[src/rtl/irqc_pkg.sv]
package irqc_pkg;
  localparam int BASIC_N  = 8;
  localparam int BANK_W   = 32;
  localparam int DATA_W   = 32;
  localparam int ADDR_W   = 6;
  localparam int N_BANKS  = 2;
  localparam int SUM_BASE = 8;
  localparam int SC_BASE  = 10;
  localparam int SC_N0    = 5;
  localparam int SC_N1    = 6;
  localparam int LIVE_W   = SC_BASE + SC_N0 + SC_N1;

  localparam logic [ADDR_W-1:0] OFF_PEND0 = 6'h00;
  localparam logic [ADDR_W-1:0] OFF_PEND1 = 6'h04;
  localparam logic [ADDR_W-1:0] OFF_PEND2 = 6'h08;
  localparam logic [ADDR_W-1:0] OFF_EN1   = 6'h10;
  localparam logic [ADDR_W-1:0] OFF_EN2   = 6'h14;
  localparam logic [ADDR_W-1:0] OFF_EN0   = 6'h18;
  localparam logic [ADDR_W-1:0] OFF_DIS1  = 6'h1c;
  localparam logic [ADDR_W-1:0] OFF_DIS2  = 6'h20;
  localparam logic [ADDR_W-1:0] OFF_DIS0  = 6'h24;

  // b: 0 = bank 1, 1 = bank 2
  function automatic int sc_count(int b);
    return (b == 0) ? SC_N0 : SC_N1;
  endfunction

  function automatic int sc_src(int b, int k);
    int r;
    r = 0;
    if (b == 0) begin
      case (k)
        0: r = 7;
        1: r = 9;
        2: r = 10;
        3: r = 18;
        default: r = 19;
      endcase
    end else begin
      case (k)
        0: r = 21;
        1: r = 22;
        2: r = 23;
        3: r = 24;
        4: r = 25;
        default: r = 30;
      endcase
    end
    return r;
  endfunction

  function automatic logic [BANK_W-1:0] sc_mask(int b);
    logic [BANK_W-1:0] m;
    m = '0;
    for (int k = 0; k < sc_count(b); k++) m[sc_src(b, k)] = 1'b1;
    return m;
  endfunction

  function automatic int sc_pos(int b);
    return (b == 0) ? SC_BASE : SC_BASE + SC_N0;
  endfunction

  function automatic logic [ADDR_W-1:0] off_en(int b);
    return (b == 0) ? OFF_EN1 : OFF_EN2;
  endfunction

  function automatic logic [ADDR_W-1:0] off_dis(int b);
    return (b == 0) ? OFF_DIS1 : OFF_DIS2;
  endfunction
endpackage

[src/rtl/irqc_mask_reg.sv]
module irqc_mask_reg #(
  parameter int W = 32
) (
  input  logic         clk_i,
  input  logic         rst_ni,
  input  logic         set_i,
  input  logic         clr_i,
  input  logic [W-1:0] data_i,
  output logic [W-1:0] mask_o
);
  logic [W-1:0] mask_q;
  logic [W-1:0] set_bits, clr_bits;

  assign set_bits = set_i ? data_i : '0;
  assign clr_bits = clr_i ? data_i : '0;

  always_ff @(posedge clk_i or negedge rst_ni) begin
    if (!rst_ni) mask_q <= '0;
    else if (set_i || clr_i) mask_q <= (mask_q | set_bits) & ~clr_bits;
  end

  assign mask_o = mask_q;
endmodule

[src/rtl/irqc_shortcut_fold.sv]
module irqc_shortcut_fold
  import irqc_pkg::*;
#(
  parameter int BANK = 0,
  parameter int NSC  = 5
) (
  input  logic [BANK_W-1:0] pend_i,
  output logic [NSC-1:0]    sc_o,
  output logic              summary_o
);
  localparam logic [BANK_W-1:0] SC_MASK = sc_mask(BANK);

  for (genvar k = 0; k < NSC; k++) begin : g_sc
    assign sc_o[k] = pend_i[sc_src(BANK, k)];
  end

  // shortcut sources never reach the summary bit
  assign summary_o = |(pend_i & ~SC_MASK);
endmodule

[src/rtl/irqc_read_mux.sv]
module irqc_read_mux
  import irqc_pkg::*;
(
  input  logic [ADDR_W-1:0]  addr_i,
  input  logic [DATA_W-1:0]  pend0_i,
  input  logic [BANK_W-1:0]  pend1_i,
  input  logic [BANK_W-1:0]  pend2_i,
  input  logic [BASIC_N-1:0] en0_i,
  input  logic [BANK_W-1:0]  en1_i,
  input  logic [BANK_W-1:0]  en2_i,
  output logic [DATA_W-1:0]  rdata_o
);
  always_comb begin
    rdata_o = '0;
    case (addr_i)
      OFF_PEND0:          rdata_o = pend0_i;
      OFF_PEND1:          rdata_o = pend1_i;
      OFF_PEND2:          rdata_o = pend2_i;
      OFF_EN0, OFF_DIS0:  rdata_o = {{(DATA_W-BASIC_N){1'b0}}, en0_i};
      OFF_EN1, OFF_DIS1:  rdata_o = en1_i;
      OFF_EN2, OFF_DIS2:  rdata_o = en2_i;
      default:            rdata_o = '0;
    endcase
  end
endmodule

[src/rtl/bank_irq_ctrl.sv]
module bank_irq_ctrl
  import irqc_pkg::*;
(
  input  logic              clk_i,
  input  logic              rst_ni,
  input  logic [7:0]        basic_src_i,
  input  logic [31:0]       bank1_src_i,
  input  logic [31:0]       bank2_src_i,
  input  logic [5:0]        addr_i,
  input  logic [31:0]       wdata_i,
  input  logic              we_i,
  output logic [31:0]       rdata_o,
  output logic              irq_o
);
  logic [BASIC_N-1:0] en0_q;
  logic [BASIC_N-1:0] basic_pend;
  logic [BANK_W-1:0]  bank_src  [N_BANKS];
  logic [BANK_W-1:0]  bank_en   [N_BANKS];
  logic [BANK_W-1:0]  bank_pend [N_BANKS];
  logic [LIVE_W-1:0]  live_word;
  logic [DATA_W-1:0]  pend0_word;

  assign bank_src[0] = bank1_src_i;
  assign bank_src[1] = bank2_src_i;

  // basic mask only covers the basic sources; upper write bits are dropped
  irqc_mask_reg #(.W(BASIC_N)) u_en0 (
    .clk_i  (clk_i),
    .rst_ni (rst_ni),
    .set_i  (we_i && addr_i == OFF_EN0),
    .clr_i  (we_i && addr_i == OFF_DIS0),
    .data_i (wdata_i[BASIC_N-1:0]),
    .mask_o (en0_q)
  );

  assign basic_pend = basic_src_i & en0_q;
  assign live_word[BASIC_N-1:0] = basic_pend;

  for (genvar b = 0; b < N_BANKS; b++) begin : g_bank
    localparam int NSC = sc_count(b);
    logic [NSC-1:0] sc;
    logic           summary;

    irqc_mask_reg #(.W(BANK_W)) u_en (
      .clk_i  (clk_i),
      .rst_ni (rst_ni),
      .set_i  (we_i && addr_i == off_en(b)),
      .clr_i  (we_i && addr_i == off_dis(b)),
      .data_i (wdata_i),
      .mask_o (bank_en[b])
    );

    assign bank_pend[b] = bank_src[b] & bank_en[b];

    irqc_shortcut_fold #(.BANK(b), .NSC(NSC)) u_fold (
      .pend_i    (bank_pend[b]),
      .sc_o      (sc),
      .summary_o (summary)
    );

    assign live_word[SUM_BASE+b]       = summary;
    assign live_word[sc_pos(b) +: NSC] = sc;
  end

  assign pend0_word = {{(DATA_W-LIVE_W){1'b0}}, live_word};
  assign irq_o      = |live_word;

  irqc_read_mux u_rd (
    .addr_i  (addr_i),
    .pend0_i (pend0_word),
    .pend1_i (bank_pend[0]),
    .pend2_i (bank_pend[1]),
    .en0_i   (en0_q),
    .en1_i   (bank_en[0]),
    .en2_i   (bank_en[1]),
    .rdata_o (rdata_o)
  );
endmodule

[config.mk]
export PLATFORM = sky130hd
export DESIGN_NAME = bank_irq_ctrl
export DESIGN_NICKNAME = d
export VERILOG_FILES = /design/src/rtl/irqc_pkg.sv /design/src/rtl/irqc_mask_reg.sv /design/src/rtl/irqc_shortcut_fold.sv /design/src/rtl/irqc_read_mux.sv /design/src/rtl/bank_irq_ctrl.sv
export SDC_FILE = /design/constraint.sdc
export NUM_CORES = 1
export LEC_CHECK = 0
export ABC_AREA = 1
export BUFFER_PORTS_ARGS = -buffer_cell sky130_fd_sc_hd__buf_2
export CAP_MARGIN = 25
export CELL_PAD_IN_SITES_DETAIL_PLACEMENT = 0
export CELL_PAD_IN_SITES_GLOBAL_PLACEMENT = 1
export CORE_MARGIN = 5
export CORE_UTILIZATION = 36
export DETAILED_ROUTE_END_ITERATION = 10
export HOLD_SLACK_MARGIN = 0.12
export PLACE_DENSITY = 0.8
export SLEW_MARGIN = 20
export SYNTH_ARGS = -nofsm -noshare
export SYNTH_HDL_FRONTEND = slang
export SYNTH_SLANG_ARGS = --single-unit
[constraint.sdc]
create_clock -name clk_i -period 1.5 [get_ports clk_i]
set_input_delay 0.225 -clock clk_i [delete_from_list [all_inputs] [get_ports clk_i]]
set_output_delay 0.225 -clock clk_i [all_outputs]
set_load 0.05 [all_outputs]
==> out/metrics.cfg <==
[run_status]
run_status = finished with violations
failed_checks = negative setup slack

[logic_synthesis]
synth_edf_count = 0
yosysUniqueCellTypes = 24
syn_area_um2 = 4870
async_flop_share = 1.00
ys_ff_latch = 72
syn_avg_cell_area_um2 = 6.83
ys_warn_count = 0
synthCells = 713
syn-num-nets = 826
synth_flop_cell = dfrtp_1
yosysSeqAreaShare = 0.370

[route]
wl_per_cell_um = 17.8
drt-total-wl_um = 21300
drc = 0
drtAntennaViolNets = 0
via_per_inst = 5.07
first_pass_iters = 5
num_vias = 6059
dr.first_iter.drc_count = 380

[timing]
finalClockSkew_ns = 0
slew_viol_final = 0
setup_viol = 33
tns_ns = -7.62
min_period_over_period = 1.26
rsz0062_at_grt = true
min_period_ns = 1.89
fin_ws_ns = -0.395
slew_headroom = 0.703
hold_viol = 0
tightest_slew_ns = 0.445
fmax_ghz = 0.528

[final_layout]
fillers = 1108
fin_cells = 1196
antenna_cells = 0
layout.nets = 1128
drive_above_1_share = 0.521
final_core_util = 0.667
synthToLayoutAreaGrowth_pct = 81.4

[cts]
root_buffer = clkbuf_16
cts_tree = built
clkLatencyLatePin_ns = 0.34
numClockSinks = 72
cts_max_level = 3
cts_buffer_depth = 2
cts_inserted_buffers = 9
path_clk_slew_ns = 0.06

[flow_run]
cap_viol_max_count = 0

[floorplan]
die_h_um = 126
die_w_um = 126
rows = 42
io_pins = 146
core_area_um2 = 13200
die-area_um2 = 15900
initial_core_util = 0.368

[worst_setup_path]
cp_max_fo = 2
arrival_ns = 1.67
rrSetupSlack_ns = 0.62
critPathCaptureType = primary output
crit_required_ns = 1.27
startpoint_type = flip-flop
worstSetupPathType = flip-flop to primary output

[grt]
antenna_found_initial = 0
grt_overflow_total = 0
grt_pass1_wl_um = 32500
grtUsageTotal = 0.259
grt_pass1_vias = 6363
grt_max_degree = 73

[placed_design]
port_buffers = 145
pre_cts_slack_ns = -0.385
dp_cells = 1114
place_congestion = 0.896
dpl.hpwl_um = 13500

[hold_path]
hold_path.class = primary input to flip-flop

[power_and_ir_drop]
p_leak_uw = 0.00435
vdd_drop_max_v = 0.000400
power.density_nw_per_um2 = 762

==> cells in the mapped netlist, drive strengths merged (7+ instances only) <==
cell | instances | area share
nand2 | 252 | 0.20
buf | 18 | 0.026
nand3 | 14 | 0.014
a21oi | 19 | 0.020
clkbuf | 7 | 0.0054
nor2 | 119 | 0.095
o21ai | 12 | 0.012
o22ai | 13 | 0.017
a22oi | 72 | 0.14
inv | 100 | 0.077
dfrtp | 72 | 0.37
o211ai | 11 | 0.017
==> state kept, by name, indices dropped and copies added (netlist names) <==
register            cells
g_bank.u_en.mask_o     64
u_en0.mask_o            8
==> cells by family (layout without fill, tap and decap cells) <==
family                 Yosys count  after routing  share of synthesized area
flip-flops                      72             72                      0.370
buffers and inverters          125            432                      0.108
AO/OA/AOI/OAI                  127            127                      0.208
AND/OR/NAND/NOR                389            389                      0.313
==> through the flow <==
step	total power [µW]	area [µm²]	hold WS [ns]
detailed placement	4020	6690	0.301
floorplan	3160	4990	-0.0706
finish	6720	8830	0.150
global route	7020	8830	0.130
global placement	3970	6690	0.298
CTS	6550	8390	0.123
==> report_power, final <==
part / switching, µW / total (µW) / internal (µW)
sequential: 163 / 2360 / 2200
clock: 880 / 2160 / 1280
combinational: 1170 / 2200 / 1030
==> layout make-up <==
type	instances	area, µm²	share of cell area
Timing Repair Buffer	316	2760	0.312
Tap cell	176	220	0.0249
Inverter	100	400	0.0454
Sequential cell	72	1800	0.204
Clock buffer	12	236	0.0268
Clock inverter	4	45.0	0.00510
Multi-Input combinational cell	516	3370	0.381
==> layer usage <==
metal	GRT usage	routed length, µm
met3	0.0550	1290
met2	0.427	10500
met5	0	0
met1	0.326	8880
met4	0.117	614
==> worst max-delay path, stage by stage, from the launching register on <==
cell,delay [ns]
dfrtp_1,0.39
nand2_2,0.10
nand2_1,0.07
nor2_1,0.12
nand2_2,0.09
nor2_2,0.13
nand2_1,0.06
nor2_1,0.11
nand2_2,0.09
buf_6,0.16
==> what timing repair did <==
item / in CTS / in global routing
endpoints found under the hold margin: 110 / 0
buffers inserted: 21 / 17
gates resized for setup: 248 / 105
endpoints found under the setup margin: 33 / 33
pin swaps: 66 / 60
hold buffers: 24 / 0
gates cloned: 8 / 3
==> cell usage in the layout, fill, tap and decap left out, types with 8 or more instances in the layout <==
cell           synthesis  final
a22oi_2               30     30
nor2_4                 1     21
buf_6                  3     32
inv_1                 99     96
o211ai_1              11     11
a22oi_1               42     42
buf_12                 0     14
buf_2                  8    106
a21oi_4                0      8
buf_4                  7    108
nor2_2                 4     41
nand2_2                2     75
dfrtp_1               72     72
clkbuf_16              0     12
buf_8                  0     27
nor2_1               114     57
nand2_4                0     11
nand2_1              250    165
dlygate4sd3_1          0     24
==> path summary, 6_finish.rpt <==
check | cells after the start | to | startpoint
worst max-delay path | 9 | irq_o | g_bank[1].u_en.mask_o[25]
worst min-delay path | 2 | u_en0.mask_o[1] | wdata_i[1]
worst max register to register | 4 | g_bank[1].u_en.mask_o[1] | g_bank[1].u_en.mask_o[1]
worst min register to register | 2 | g_bank[0].u_en.mask_o[28] | g_bank[0].u_en.mask_o[28]
max in group asynchronous | 3 | g_bank[1].u_en.mask_o[21] | rst_ni
min in group asynchronous | 3 | g_bank[1].u_en.mask_o[29] | rst_ni
Note: power is estimated with default switching activity, not from simulation.
